### src/rtl/gfdm_pkg.sv
package gfdm_pkg;

    typedef enum logic {
        ST_IDLE = 1'b0,
        ST_RUN  = 1'b1
    } gfdm_state_t;

    function automatic int gfdm_ceil_div(input int num, input int den);
        return (num + den - 1) / den;
    endfunction

    function automatic bit gfdm_digit_legal(input int dig);
        return (dig == 2) || (dig == 4) || (dig == 8) || (dig == 16);
    endfunction

endpackage

### src/rtl/gfdm_ctrl.sv
module gfdm_ctrl
    import gfdm_pkg::*;
#(
    parameter int NDIG = 11
) (
    input  logic clk,
    input  logic rst,
    input  logic go,
    output logic busy,
    output logic done,
    output logic load,
    output logic step,
    output logic last
);
    localparam int CW = $clog2(NDIG + 1);

    gfdm_state_t     state_q;
    logic [CW-1:0]   cnt_q;

    assign busy = (state_q == ST_RUN);
    assign load = (state_q == ST_IDLE) && go;
    assign step = (state_q == ST_RUN);
    assign last = step && (cnt_q == CW'(NDIG - 1));

    always_ff @(posedge clk) begin
        if (rst) begin
            state_q <= ST_IDLE;
            cnt_q   <= '0;
            done    <= 1'b0;
        end else begin
            done <= 1'b0;
            unique case (state_q)
                ST_IDLE: begin
                    if (go) begin
                        state_q <= ST_RUN;
                        cnt_q   <= '0;
                    end
                end
                ST_RUN: begin
                    cnt_q <= cnt_q + 1'b1;
                    if (last) begin
                        state_q <= ST_IDLE;
                        done    <= 1'b1;
                    end
                end
                default: state_q <= ST_IDLE;
            endcase
        end
    end
endmodule

### src/rtl/gfdm_oper_reg.sv
module gfdm_oper_reg #(
    parameter int M    = 81,
    parameter int DIG  = 8,
    parameter int NDIG = 11
) (
    input  logic           clk,
    input  logic           rst,
    input  logic           load,
    input  logic           step,
    input  logic [M-1:0]   op_a,
    input  logic [M-1:0]   op_b,
    output logic [M-1:0]   a_q,
    output logic [DIG-1:0] digit
);
    localparam int BW = NDIG * DIG;

    logic [BW-1:0] bsh_q;

    assign digit = bsh_q[BW-1 -: DIG];

    always_ff @(posedge clk) begin
        if (rst) begin
            a_q   <= '0;
            bsh_q <= '0;
        end else if (load) begin
            a_q   <= op_a;
            bsh_q <= BW'(op_b);
        end else if (step) begin
            bsh_q <= bsh_q << DIG;
        end
    end
endmodule

### src/rtl/gfdm_step.sv
module gfdm_step #(
    parameter int           M        = 81,
    parameter int           DIG      = 8,
    parameter logic [M-1:0] POLY_LOW = M'(17)
) (
    input  logic [M-1:0]   acc,
    input  logic [M-1:0]   a,
    input  logic [DIG-1:0] digit,
    output logic [M-1:0]   acc_next
);
    localparam int WW = M + DIG;

    logic [WW-1:0]  wide;
    logic [DIG-1:0] hi;
    logic [M-1:0]   fold;

    always_comb begin
        wide = {acc, {DIG{1'b0}}};
        for (int j = 0; j < DIG; j++) begin
            if (digit[j]) begin
                wide = wide ^ (WW'(a) << j);
            end
        end
    end

    assign hi = wide[WW-1 -: DIG];

    always_comb begin
        fold = '0;
        for (int j = 0; j < DIG; j++) begin
            if (hi[j]) begin
                fold = fold ^ (POLY_LOW << j);
            end
        end
    end

    assign acc_next = wide[M-1:0] ^ fold;
endmodule

### src/rtl/gf2m_digit_mult.sv
module gf2m_digit_mult
    import gfdm_pkg::*;
#(
    parameter int           M        = 81,
    parameter int           DIG      = 8,
    parameter logic [M-1:0] POLY_LOW = M'(17),
    localparam int          NDIG     = gfdm_ceil_div(M, DIG)
) (
    input  logic         clk,
    input  logic         rst,
    input  logic         go,
    input  logic [M-1:0] op_a,
    input  logic [M-1:0] op_b,
    output logic         busy,
    output logic         done,
    output logic [M-1:0] prod
);
    function automatic int poly_deg(input logic [M-1:0] p);
        int d;
        d = 0;
        for (int i = 0; i < M; i++) begin
            if (p[i]) d = i;
        end
        return d;
    endfunction

    localparam int PDEG = poly_deg(POLY_LOW);

    generate
        if (!gfdm_digit_legal(DIG) || (M - PDEG < DIG)) begin : g_bad_cfg
            $error("gf2m_digit_mult: digit width or modulus not usable");
        end
    endgenerate

    logic           load;
    logic           step;
    logic           last;
    logic [M-1:0]   a_q;
    logic [DIG-1:0] digit;
    logic [M-1:0]   acc_q;
    logic [M-1:0]   acc_next;

    gfdm_ctrl #(.NDIG(NDIG)) u_ctrl (
        .clk  (clk),
        .rst  (rst),
        .go   (go),
        .busy (busy),
        .done (done),
        .load (load),
        .step (step),
        .last (last)
    );

    gfdm_oper_reg #(.M(M), .DIG(DIG), .NDIG(NDIG)) u_oper (
        .clk   (clk),
        .rst   (rst),
        .load  (load),
        .step  (step),
        .op_a  (op_a),
        .op_b  (op_b),
        .a_q   (a_q),
        .digit (digit)
    );

    gfdm_step #(.M(M), .DIG(DIG), .POLY_LOW(POLY_LOW)) u_step (
        .acc      (acc_q),
        .a        (a_q),
        .digit    (digit),
        .acc_next (acc_next)
    );

    always_ff @(posedge clk) begin
        if (rst) begin
            acc_q <= '0;
            prod  <= '0;
        end else begin
            if (load) begin
                acc_q <= '0;
            end else if (step) begin
                acc_q <= acc_next;
            end
            if (last) begin
                prod <= acc_next;
            end
        end
    end
endmodule

### config.mk
export PLATFORM = sky130hd
export DESIGN_NAME = gf2m_digit_mult
export DESIGN_NICKNAME = d
export VERILOG_FILES = /design/src/rtl/gfdm_pkg.sv /design/src/rtl/gfdm_ctrl.sv /design/src/rtl/gfdm_oper_reg.sv /design/src/rtl/gfdm_step.sv /design/src/rtl/gf2m_digit_mult.sv
export SDC_FILE = /design/constraint.sdc
export NUM_CORES = 1
export LEC_CHECK = 0
export CAP_MARGIN = 20
export CELL_PAD_IN_SITES_DETAIL_PLACEMENT = 0
export CELL_PAD_IN_SITES_GLOBAL_PLACEMENT = 1
export CORE_UTILIZATION = 38
export DETAILED_ROUTE_END_ITERATION = 10
export MAX_ROUTING_LAYER = met4
export PLACE_DENSITY_LB_ADDON = 0.1
export SYNTH_ARGS = -nofsm -noshare
export SYNTH_HDL_FRONTEND = slang
export SYNTH_SLANG_ARGS = --single-unit
### constraint.sdc
create_clock -name clk -period 1.65 [get_ports clk]
set_input_delay 0.2475 -clock clk [delete_from_list [all_inputs] [get_ports clk]]
set_output_delay 0.2475 -clock clk [all_outputs]
set_load 0.02 [all_outputs]
Word-level counts from Yosys, hierarchy flattened
Cells that the tools add are included.
{"block": "word_totals", "output_inout_bits": 83, "ff_bits": 337, "in_bits": 165, "wordCells": 57}
{"block": "classes", "n_addsub": 1, "n_eq_ne": 2, "bitwise": 17, "muxes": 24, "n_reduce_logical": 5}
{"op": "two-way mux 89 bit", "count": 8}
{"op": "two-way mux 81 bit", "count": 2}
{"op": "XOR 89 x 81 -> 89 bit", "count": 1}
{"op": "XOR 89 x 82 -> 89 bit", "count": 1}
{"op": "XOR 89 x 83 -> 89 bit", "count": 1}
{"op": "XOR 89 x 84 -> 89 bit", "count": 1}
{"op": "XOR 89 x 85 -> 89 bit", "count": 1}
{"op": "XOR 89 x 86 -> 89 bit", "count": 1}
{"op": "XOR 89 x 87 -> 89 bit", "count": 1}
{"op": "XOR 89 x 88 -> 89 bit", "count": 1}
{"op": "XOR 81 x 12 -> 81 bit", "count": 1}
{"op": "inverter 1 -> 2 bit", "count": 7}
{"op": "two-way mux 12 bit", "count": 1}
{"op": "two-way mux 11 bit", "count": 1}
{"op": "two-way mux 10 bit", "count": 1}
{"op": "two-way mux 9 bit", "count": 1}
{"op": "two-way mux 8 bit", "count": 1}
{"op": "one-hot mux 4 bit (2 select lines)", "count": 1}
{"op": "two-way mux 7 bit", "count": 1}
{"op": "two-way mux 6 bit", "count": 1}
{"op": "two-way mux 5 bit", "count": 1}
{"op": "adder 4 x 1 -> 4 bit, second input constant", "count": 1}
{"op": "equality test 4 bit, second input constant", "count": 1}
{"op": "two-way mux 4 bit", "count": 1}
{"op": "other kinds (7)", "count": 11}

Logic depth before layout (Yosys ltp)
Gate-level depths: netlist of run 1.
{"block": "logic_depth", "ltp_word": 32, "depth_mapped": 9, "depth_no_buf": 6}

By module
From an unflattened synthesis of run 1, not the netlist that was laid out.
{"block": "unflattened", "hier_cells": 2659, "area_unflattened_um2": 22420.3}
{"module": "gfdm_step", "cells_per_inst": 1452, "seq_area_each_um2": 0.0, "instances": 1, "area_each_um2": 8829.7}
{"module": "gfdm_oper_reg", "cells_per_inst": 653, "seq_area_each_um2": 3383.2, "instances": 1, "area_each_um2": 6890.4}
{"module": "gf2m_digit_mult", "cells_per_inst": 523, "seq_area_each_um2": 3243.1, "instances": 1, "area_each_um2": 6416.2}
{"module": "gfdm_ctrl", "cells_per_inst": 31, "seq_area_each_um2": 120.1, "instances": 1, "area_each_um2": 284.0}

Worst setup path before layout of run 1
No wires, ideal clock.
{"block": "synth_path", "path_type": "register to register", "from": "register u_oper.a_q[1]", "to": "register acc_q[4]", "synth_period_minus_slack_ns": 1.810, "required_time_ns": 1.528, "path_stages_with_launch": 8, "setup_time_ns": 0.122, "path_slack_ns": -0.160, "t_arrival_ns": 1.688, "n_path_buf": 1, "cell_sequence": "dfxtp_1 > buf_2 > nand2_2 > xnor2_1 > xnor3_1 > xnor2_2 > and4_1 > a311o_1"}
{"block": "synth_between", "elab_chain_cells": 11}
{"item": "start: declaration", "line": "gfdm_oper_reg.sv:12", "text": "output logic [M-1:0] a_q,"}
{"item": "start signal: assignment", "line": "gfdm_oper_reg.sv:26", "text": "a_q <= op_a;"}
{"item": "XOR 89 x 84 -> 89 bit (*)", "line": "gfdm_step.sv:21", "text": "wide = wide ^ (WW'(a) << j);"}
{"item": "two-way mux 89 bit (*)", "line": "gfdm_step.sv:20", "text": "if (digit[j]) begin"}
{"item": "XOR 89 x 85 -> 89 bit", "line": "gfdm_step.sv:21"}
{"item": "two-way mux 89 bit (*)", "line": "gfdm_step.sv:20"}
{"item": "XOR 89 x 86 -> 89 bit", "line": "gfdm_step.sv:21"}
{"item": "two-way mux 89 bit (*)", "line": "gfdm_step.sv:20"}
{"item": "XOR 89 x 87 -> 89 bit", "line": "gfdm_step.sv:21"}
{"item": "two-way mux 89 bit (*)", "line": "gfdm_step.sv:20"}
{"item": "XOR 89 x 88 -> 89 bit", "line": "gfdm_step.sv:21"}
{"item": "two-way mux 89 bit (*)", "line": "gfdm_step.sv:20"}
{"item": "XOR 81 x 12 -> 81 bit (*)", "line": "gfdm_step.sv:37", "text": "assign acc_next = wide[M-1:0] ^ fold;"}
{"item": "end signal: assignment", "line": "gf2m_digit_mult.sv:80", "text": "acc_q <= acc_next;"}
{"item": "end: declaration", "line": "gf2m_digit_mult.sv:40", "text": "logic [M-1:0] acc_q;"}
Every way passes the cells marked *; elsewhere a longest branch is shown, timed or not.
A chain may end at the register's enable or synchronous reset.

Worst setup path in the final report of run 1
{"block": "layout_path", "from": "register u_oper.bsh_q[83]", "to": "register prod[12]"}
{"block": "layout_between", "elab_chain_cells": 10}
{"item": "start: declaration", "line": "gfdm_oper_reg.sv:17", "text": "logic [BW-1:0] bsh_q;"}
{"item": "start signal: assignment", "line": "gfdm_oper_reg.sv:27", "text": "bsh_q <= BW'(op_b);"}
{"item": "start signal: assignment", "line": "gfdm_oper_reg.sv:29", "text": "bsh_q <= bsh_q << DIG;"}
{"item": "two-way mux 89 bit (*)", "line": "gfdm_step.sv:20"}
{"item": "XOR 89 x 85 -> 89 bit", "line": "gfdm_step.sv:21"}
{"item": "two-way mux 89 bit (*)", "line": "gfdm_step.sv:20"}
{"item": "XOR 89 x 86 -> 89 bit", "line": "gfdm_step.sv:21"}
{"item": "two-way mux 89 bit (*)", "line": "gfdm_step.sv:20"}
{"item": "XOR 89 x 87 -> 89 bit", "line": "gfdm_step.sv:21"}
{"item": "two-way mux 89 bit (*)", "line": "gfdm_step.sv:20"}
{"item": "XOR 89 x 88 -> 89 bit", "line": "gfdm_step.sv:21"}
{"item": "two-way mux 89 bit (*)", "line": "gfdm_step.sv:20"}
{"item": "XOR 81 x 12 -> 81 bit (*)", "line": "gfdm_step.sv:37"}
{"item": "end signal: assignment", "line": "gf2m_digit_mult.sv:83", "text": "prod <= acc_next;"}
{"item": "end: declaration", "line": "gf2m_digit_mult.sv:16", "text": "output logic [M-1:0] prod"}
Marked as above.

==> results by group, run 1 <==
Final layout
  – Nets: between 3,000 and 4,000
  – Design Area, Final: 0.0306 sq mm
  – Layout Area Growth over Synthesis: 43.4%
  – Post-Route Utilization: between 50% and 60%
  – Layout cell share with drive strength beyond 1: 22.0%
  – Layout Cells excl Fill: between 3,000 and 4,000
  – Layout filler cell count: around 5,000

Clocking
  – H-tree level count: 2
  – Clock net sink count: ~340
  – Clock Path Buffers: 3
  – TritonCTS Buffers: slightly above 40
  – Root Driver: clkbuf_16
  – Worst-path clk slew: ~0.06 ns
  – CTS tree: done
  – Clock Latency Late Sink: about 0.60 ns

Logic synthesis
  – Post-synthesis sequential area ratio: 31.6%
  – Top_reg_cell synth: dfxtp_1
  – Most common cell in the synthesized netlist: nand2_1
  – Main area contributors after synthesis: dfxtp_1 (32%), xnor2_1 (17%), nand2_1 (14%), xnor3_1 (8.4%), mux2i_1 (7.5%)
  – Post-synth cell types: 35
  – Mapped Area: 0.0214 sq mm
  – Mapped Nets: about 2,800
  – Syn. warnings: 0
  – Post-synth top cells: nand2_1 (818), xnor2_1 (403), dfxtp_1 (337)
  – Syn Area/Cell: 8.03 sq um
  – Register bit total from synthesis: 337
  – Yosys top cell area share: roughly a third
  – EDFF count, synth: 0
  – Async set or reset register ratio after synthesis: 0%
  – Cell taking the most area after synthesis: dfxtp_1
  – Mapped Cells: 2,660

Floorplanning
  – Die footprint: roughly 0.057 sq mm
  – Top Ports: roughly 250
  – Initial Utilization: between 30% and 40%
  – Die height: 239 um
  – Core area: 0.0553 sq mm
  – Die Span X: about 240 um
  – Rows: 86

STA
  – Final worst path period need: about 2.0 ns
  – Slew Viols, Final: 0
  – Setup slack after layout: -0.324 ns
  – Setup Viol. Count Final: 222
  – Max Freq: 507 MHz
  – RSZ-0062 raised after global routing: yes
  – Tightest Pin Transition: between 0.6 and 0.7 ns
  – Clk_skew: about 0.017 ns
  – Final period utilization: 120%
  – Max-slew headroom: a little over half
  – Fin. Hold Viols: 0

Placed design
  – Inst Count DP: 3,618
  – IO buf count: ~250
  – Final GP Congestion: approximately 0.86
  – Dpl cell area: roughly 0.026 sq mm
  – Hpwl dp: roughly 47 mm
  – Pre-CTS WS: -0.437 ns

Status
  – Status: complete, but fails checks
  – Violated checks: negative setup slack

Global routing
  – GRT Total Usage: 25.9%
  – Initial antenna violation count: 1
  – Grt ovf: 0
  – First-pass GRT wire length: roughly 110 mm
  – Vias in the first global route: 18,625
  – Pin count of the biggest net entering global routing: 85

Worst setup path
  – Crit. End Element: register
  – Crit-path max FO: 7
  – Worst Setup Path Type: register to register
  – Required @ worst endpoint: around 2.1 ns
  – Startpoint Class: register
  – Crit path DAT: 2.46 ns
  – R2R setup slack: -0.32 ns

Detailed routing
  – DRT antenna net count: 0
  – DRT Wirelength: between 70 and 80 mm
  – Post-DR wirelength/cell: a little under 20 um
  – DR iter-0 viols: around 1,400
  – DR vias: 18,924
  – DR DRC count: 0
  – TritonRoute pass-1 iters: 5
  – Post-DR vias/cell: 4.99

Pwr
  – Maximum VDD drop: approximately 0.70 mV
  – Final Power: 21,300 uW
  – LEAKAGE: around 0.013 uW
  – Power Dens Cells: between 600 and 700 mW/mm^2

Run
  – Max-Cap Viols: 0

Worst hold path
  – Worst hold path type: primary input to register
area by class of cell:
type                            instances  area (sq um)  share of cell area [%]
Antenna cell                            1          2.50                 0.00817
Multi-Input combinational cell       2065         15000                    48.9
Sequential cell                       337          6790                    22.2
Clock inverter                         13           188                   0.613
Timing Repair Buffer                  570          6570                    21.4
Inverter                                4          15.0                  0.0490
Tap cell                              748           936                    3.05
Clock buffer                           58          1160                    3.79
cell usage in the layout, fill, tap and decap left out, types with 5 or more instances in the layout:
cell / netlist / layout
clkbuf_8: 0 / 7
buf_4: 18 / 181
nand2_1: 818 / 713
xor2_1: 92 / 76
buf_8: 0 / 8
xnor3_1: 80 / 58
dfxtp_4: 0 / 10
xnor2_2: 4 / 105
nand2_2: 2 / 72
clkbuf_1: 151 / 10
buf_16: 0 / 10
a22o_1: 75 / 75
a21oi_1: 157 / 156
buf_6: 0 / 24
xnor3_2: 0 / 22
dlygate4sd2_1: 0 / 19
xor2_2: 0 / 15
xnor2_4: 0 / 5
dfxtp_2: 0 / 8
nand2_4: 0 / 33
nor2_1: 243 / 243
xnor2_1: 403 / 297
mux2i_1: 161 / 161
dfxtp_1: 337 / 319
clkdlybuf4s50_1: 0 / 222
clkbuf_16: 0 / 47
clkinv_2: 0 / 6
buf_12: 0 / 91
worst max-delay path, cell delays in order (launching register included):
cell and delay (ns):
dfxtp_4 0.38, buf_8 0.13, buf_4 0.22, nand2_1 0.13, xor2_2 0.20, xnor2_1 0.19
xnor3_1 0.40, a22o_1 0.22
path summary, 6_finish.rpt:
path / from / endpoint / cells past startpoint
worst max-delay path: u_oper.bsh_q[83] / prod[12] / 7
worst min-delay path: op_a[12] / u_oper.a_q[12] / 3
worst max register to register: u_oper.bsh_q[83] / prod[12] / 7
worst min register to register: prod[0] / prod[0] / 2
timing repair:
action,4_1_cts,5_1_grt
hold buffers,1,0
setup buffers,51,38
setup endpoints to repair,245,223
endpoints found under the hold margin,5,0
pin swaps,138,156
gates cloned,16,6
resized for setup,208,188
registers in the layout, summed over array words and instances, names as in the netlist:
register      flops
u_ctrl.cnt_q      4
acc_q            81
u_ctrl.busy       1
u_oper.a_q       81
u_oper.bsh_q     88
prod             81
u_ctrl.done       1
cell families (layout without fill, tap and decap cells):
kind of cell / count (synthesis) / count (layout) / synth area share [%]
AOI/OAI and AO/OA: 247 / 247 / 7.24
xor gates and xnor gates: 580 / 580 / 29.1
and+or+nand+nor: 1074 / 1074 / 19.0
muxes: 162 / 162 / 7.60
other: 0 / 1 / 0
adders and majority gates: 2 / 2 / 0.117
DFF: 337 / 337 / 31.6
buffers and inverters: 258 / 645 / 5.28
power breakdown:
group          switching [uW]  internal, uW  total [uW]
Sequential                296          8400        8700
Combinational            1580          1650        3220
Clock                    3920          5420        9340
per-stage QoR:
stage               setup TNS (ns)  hold slack (ns)
floorplan                   -0.130            0.376
global placement            -29.48            0.447
detailed placement          -33.33            0.454
CTS                         -49.50            0.178
global route                -59.37            0.197
finish                      -44.61            0.204
layer usage:
layer | global-route usage, % | up-vias | wire (um)
met5 | - | - | 0
met4 | 6.04 | 0 | 1370
met3 | 4.25 | 97 | 4070
met1 | 34.0 | 9204 | 33400
met2 | 41.5 | 480 | 34800
li1 | - | 9143 | -
Power figures use the tool's default switching activity.
==> run 2: changes to the inputs <==
Settings changed: CTS_CLUSTER_SIZE set to 12, SYNTH_HIERARCHICAL set to 1.
==> results by group, run 2 <==
Global routing
  – Grt ovf: 0 (unchanged)
  – Vias in the first global route: 18,928 (was 18,625)
  – Pin count of the biggest net entering global routing: 88 (was 85)
  – First-pass GRT wire length: 108 mm (was 111 mm)
  – Initial antenna violation count: 1 (unchanged)
  – GRT Total Usage: 23.6% (was 25.9%)

Final layout
  – Largest Register: u_oper/bsh_q (was u_oper.bsh_q)
  – Commonest cells after routing, fill and taps aside: nand2_1 (527), xnor2_1 (328), dfxtp_1 (321) (was nand2_1 (713), dfxtp_1 (319), xnor2_1 (297))
  – Largest register FFs: 88 (unchanged)
  – Layout cell share with drive strength beyond 1: 29.8% (was 22.0%)
  – Layout Area Growth over Synthesis: 49.9% (was 43.4%)
  – Layout Cells excl Fill: 3,907 (was 3,796)
  – Design Area, Final: 0.0336 sq mm (was 0.0306 sq mm)
  – Most common cell after layout, fill and taps aside: nand2_1 (unchanged)
  – Nets: 3,280 (was 3,186)

Logic synthesis
  – Post-synth cell types: 34 (was 35)
  – Syn Area/Cell: 8.43 sq um (was 8.03 sq um)
  – Main area contributors after synthesis: dfxtp_1 (30%), xnor2_1 (19%), mux2i_1 (14%), nand2_1 (11%), xor2_1 (6.4%) (was dfxtp_1 (32%), xnor2_1 (17%), nand2_1 (14%), xnor3_1 (8.4%), mux2i_1 (7.5%))
  – Register bit total from synthesis: 337 (unchanged)
  – Mapped Area: 0.0224 sq mm (was 0.0214 sq mm)
  – Syn. warnings: 6 (was 0)
  – Async set or reset register ratio after synthesis: 0% (unchanged)
  – Cell taking the most area after synthesis: dfxtp_1 (unchanged)
  – Post-synthesis sequential area ratio: 30.1% (was 31.6%)
  – Mapped Nets: 2,826 (was 2,827)
  – Mapped Cells: 2,659 (was 2,660)
  – EDFF count, synth: 0 (unchanged)
  – Top_reg_cell synth: dfxtp_1 (unchanged)
  – Yosys top cell area share: 30.1% (was 31.6%)
  – Post-synth top cells: nand2_1 (656), xnor2_1 (481), dfxtp_1 (337) (was nand2_1 (818), xnor2_1 (403), dfxtp_1 (337))
  – Most common cell in the synthesized netlist: nand2_1 (unchanged)

Pwr
  – Power Dens Cells: 671 mW/mm^2 (was 694 mW/mm^2)
  – Maximum VDD drop: 0.602 mV (was 0.696 mV)
  – LEAKAGE: 0.0128 uW (was 0.0127 uW)

Worst setup path
  – Crit. End Element: register (unchanged)
  – Worst Setup Path Type: register to register (unchanged)
  – Reg-to-Reg End: prod[4] (was prod[12])
  – Startpoint Class: register (unchanged)
  – Crit path DAT: 2.49 ns (was 2.46 ns)
  – R2R depth: 11 (was 7)
  – R2R setup slack: -0.39 ns (was -0.32 ns)
  – Required @ worst endpoint: 2.10 ns (was 2.13 ns)
  – Crit-path max FO: 6 (was 7)
  – Worst r2r src: u_oper/bsh_q[87] (was u_oper.bsh_q[83])

Detailed routing
  – Post-DR wirelength/cell: 18.6 um (was 19.4 um)
  – DRT antenna net count: 0 (unchanged)
  – DR iter-0 viols: 804 (was 1,365)
  – DR vias: 18,659 (was 18,924)
  – DRT Wirelength: 72.5 mm (was 73.6 mm)
  – DR DRC count: 0 (unchanged)
  – Post-DR vias/cell: 4.78 (was 4.99)
  – TritonRoute pass-1 iters: 5 (unchanged)

Worst hold path
  – Hold endpoint: u_oper/bsh_q[86] (was u_oper.a_q[12])
  – Worst hold path cell count: 3 (unchanged)
  – Hold path startpoint: rst (was op_a[12])
  – Worst hold path type: primary input to register (unchanged)

Floorplanning
  – Rows: 88 (was 86)
  – Die Span X: 245 um (was 239 um)
  – Die height: 245 um (was 239 um)
  – Die footprint: 0.0600 sq mm (was 0.0572 sq mm)
  – Core area: 0.0580 sq mm (was 0.0553 sq mm)
  – Top Ports: 248 (unchanged)
  – Initial Utilization: 38.6% (about the same)

Placed design
  – Inst Count DP: 3,767 (was 3,618)
  – Hpwl dp: 49.3 mm (was 46.9 mm)
  – IO buf count: 247 (unchanged)
  – Pre-CTS WS: -0.447 ns (was -0.437 ns)
  – Dpl cell area: 0.0288 sq mm (was 0.0263 sq mm)
  – Final GP Congestion: 0.845 (was 0.857)

STA
  – Setup Viol. Count Final: 222 (unchanged)
  – Slew Viols, Final: 0 (unchanged)
  – Setup slack after layout: -0.395 ns (was -0.324 ns)
  – RSZ-0062 raised after global routing: yes (unchanged)
  – Clk_skew: 0.0179 ns (was 0.0172 ns)
  – Fin. Hold Viols: 0 (unchanged)
  – Tightest Pin Transition: 0.549 ns (was 0.699 ns)
  – Final period utilization: 124% (was 120%)
  – Max Freq: 489 MHz (was 507 MHz)
  – Max-slew headroom: 63.4% (was 53.4%)
  – Final worst path period need: 2.04 ns (was 1.97 ns)

Clocking
  – TritonCTS Buffers: 42 (was 41)
  – CTS tree: done (unchanged)
  – H-tree level count: 2 (unchanged)
  – Clock Latency Late Sink: 0.58 ns (was 0.60 ns)
  – Clock Path Buffers: 3 (unchanged)
  – Worst-path clk slew: 0.06 ns (about the same)
  – Clock net sink count: 337 (unchanged)
  – Root Driver: clkbuf_16 (unchanged)

Run
  – Max-Cap Viols: 0 (unchanged)

Status
  – Violated checks: negative setup slack (unchanged)
  – Status: complete, but fails checks (unchanged)
run 2: changes by cell type after synthesis, moves of 29 or more:
cell	previous run	this run
a211oi_1	1	73
nand2_1	818	656
a22o_1	75	0
buf_2	74	45
xnor2_1	403	481
nor2b_1	2	76
mux2i_1	161	324
a21oi_1	157	10
nor2_4	0	80
xor2_1	92	164
xnor3_1	80	5
nor2_1	243	173
run 2: worst max path at each step:
stage / startpoint / to / slack (ns) / cells past startpoint
final: u_oper/bsh_q[87] / prod[4] / -0.39 / 11
after global routing: u_oper/bsh_q[87] / acc_q[72] / -0.51 / 11
after CTS: u_oper/bsh_q[85] / acc_q[7] / -0.35 / 8
after detailed placement: u_oper/bsh_q[86] / acc_q[57] / -0.45 / 9
after global placement: u_oper/bsh_q[86] / acc_q[57] / -0.41 / 9
after floorplan: u_oper/bsh_q[85] / acc_q[5] / -0.27 / 10
run 2: stage by stage:
| step | total power (uW) | utilization, % | hold WS (ns) | setup TNS (ns) |
|---|---|---|---|---|
| after floorplan | 11000 | - | 0.317 | -9.57 |
| after global placement | 12800 | 49.6 | 0.473 | -62.02 |
| after detailed placement | 12900 | 49.6 | 0.480 | -66.68 |
| after CTS | 22600 | 54.2 | 0.0587 | -53.29 |
| after global routing | 23400 | 57.9 | 0.0693 | -68.64 |
| final | 22500 | 57.9 | 0.0681 | -49.36 |
run 2: cell families after synthesis:
| kind of cell | synth area share, % |
|---|---|
| AO/OA/AOI/OAI | 2.72 |
| flip-flops | 30.1 |
| buffers and inverters | 6.18 |
| XOR/XNOR | 25.8 |
| adder cells (fa/ha/maj) | 0.112 |
| AND/OR/NAND/NOR | 20.7 |
| multiplexers | 14.5 |
run 2: worst max-delay path: stages (launching register included):
cell and delay (ns):
dfxtp_4 0.35, buf_12 0.14, buf_12 0.15, buf_4 0.12
nand2_2 0.06, xor2_2 0.16, xnor2_2 0.16, xnor2_2 0.27
buf_4 0.20, xnor2_4 0.09, mux2i_1 0.14, nor2_1 0.06
run 2: power by group:
part | total (uW) | switching [uW] | internal (uW)
clock network | 9320 | 3750 | 5570
registers | 8780 | 320 | 8460
logic | 4440 | 2080 | 2360
total | 22500 | 6150 | 16400
run 2: area by class of cell:
type | instances | area (sq um)
Inverter | 3 | 11.3
Timing Repair Buffer | 664 | 7800
Clock inverter | 13 | 168
Sequential cell | 337 | 6790
Multi-Input combinational cell | 2065 | 16700
Clock buffer | 59 | 1210
Fill cell | 5023 | 24400
Antenna cell | 1 | 2.50
Tap cell | 765 | 957
run 2: metal layers:
layer	up-vias	global-route usage, %	share of wire, %
li1	9243	-	-
met1	8958	29.5	44
met2	368	39.4	49
met3	90	3.62	4.1
met4	0	6.56	2.1
met5	-	-	0
run 2: repair_timing:
| item | 4_1_cts | 5_1_grt |
|---|---|---|
| pin swaps | 100 | 174 |
| endpoints found under the hold margin | 0 | 0 |
| setup endpoints to repair | 245 | 235 |
| resized for setup | 145 | 293 |
| hold buffers | 0 | 0 |
| buffers inserted | 30 | 28 |
| cloned | 11 | 12 |
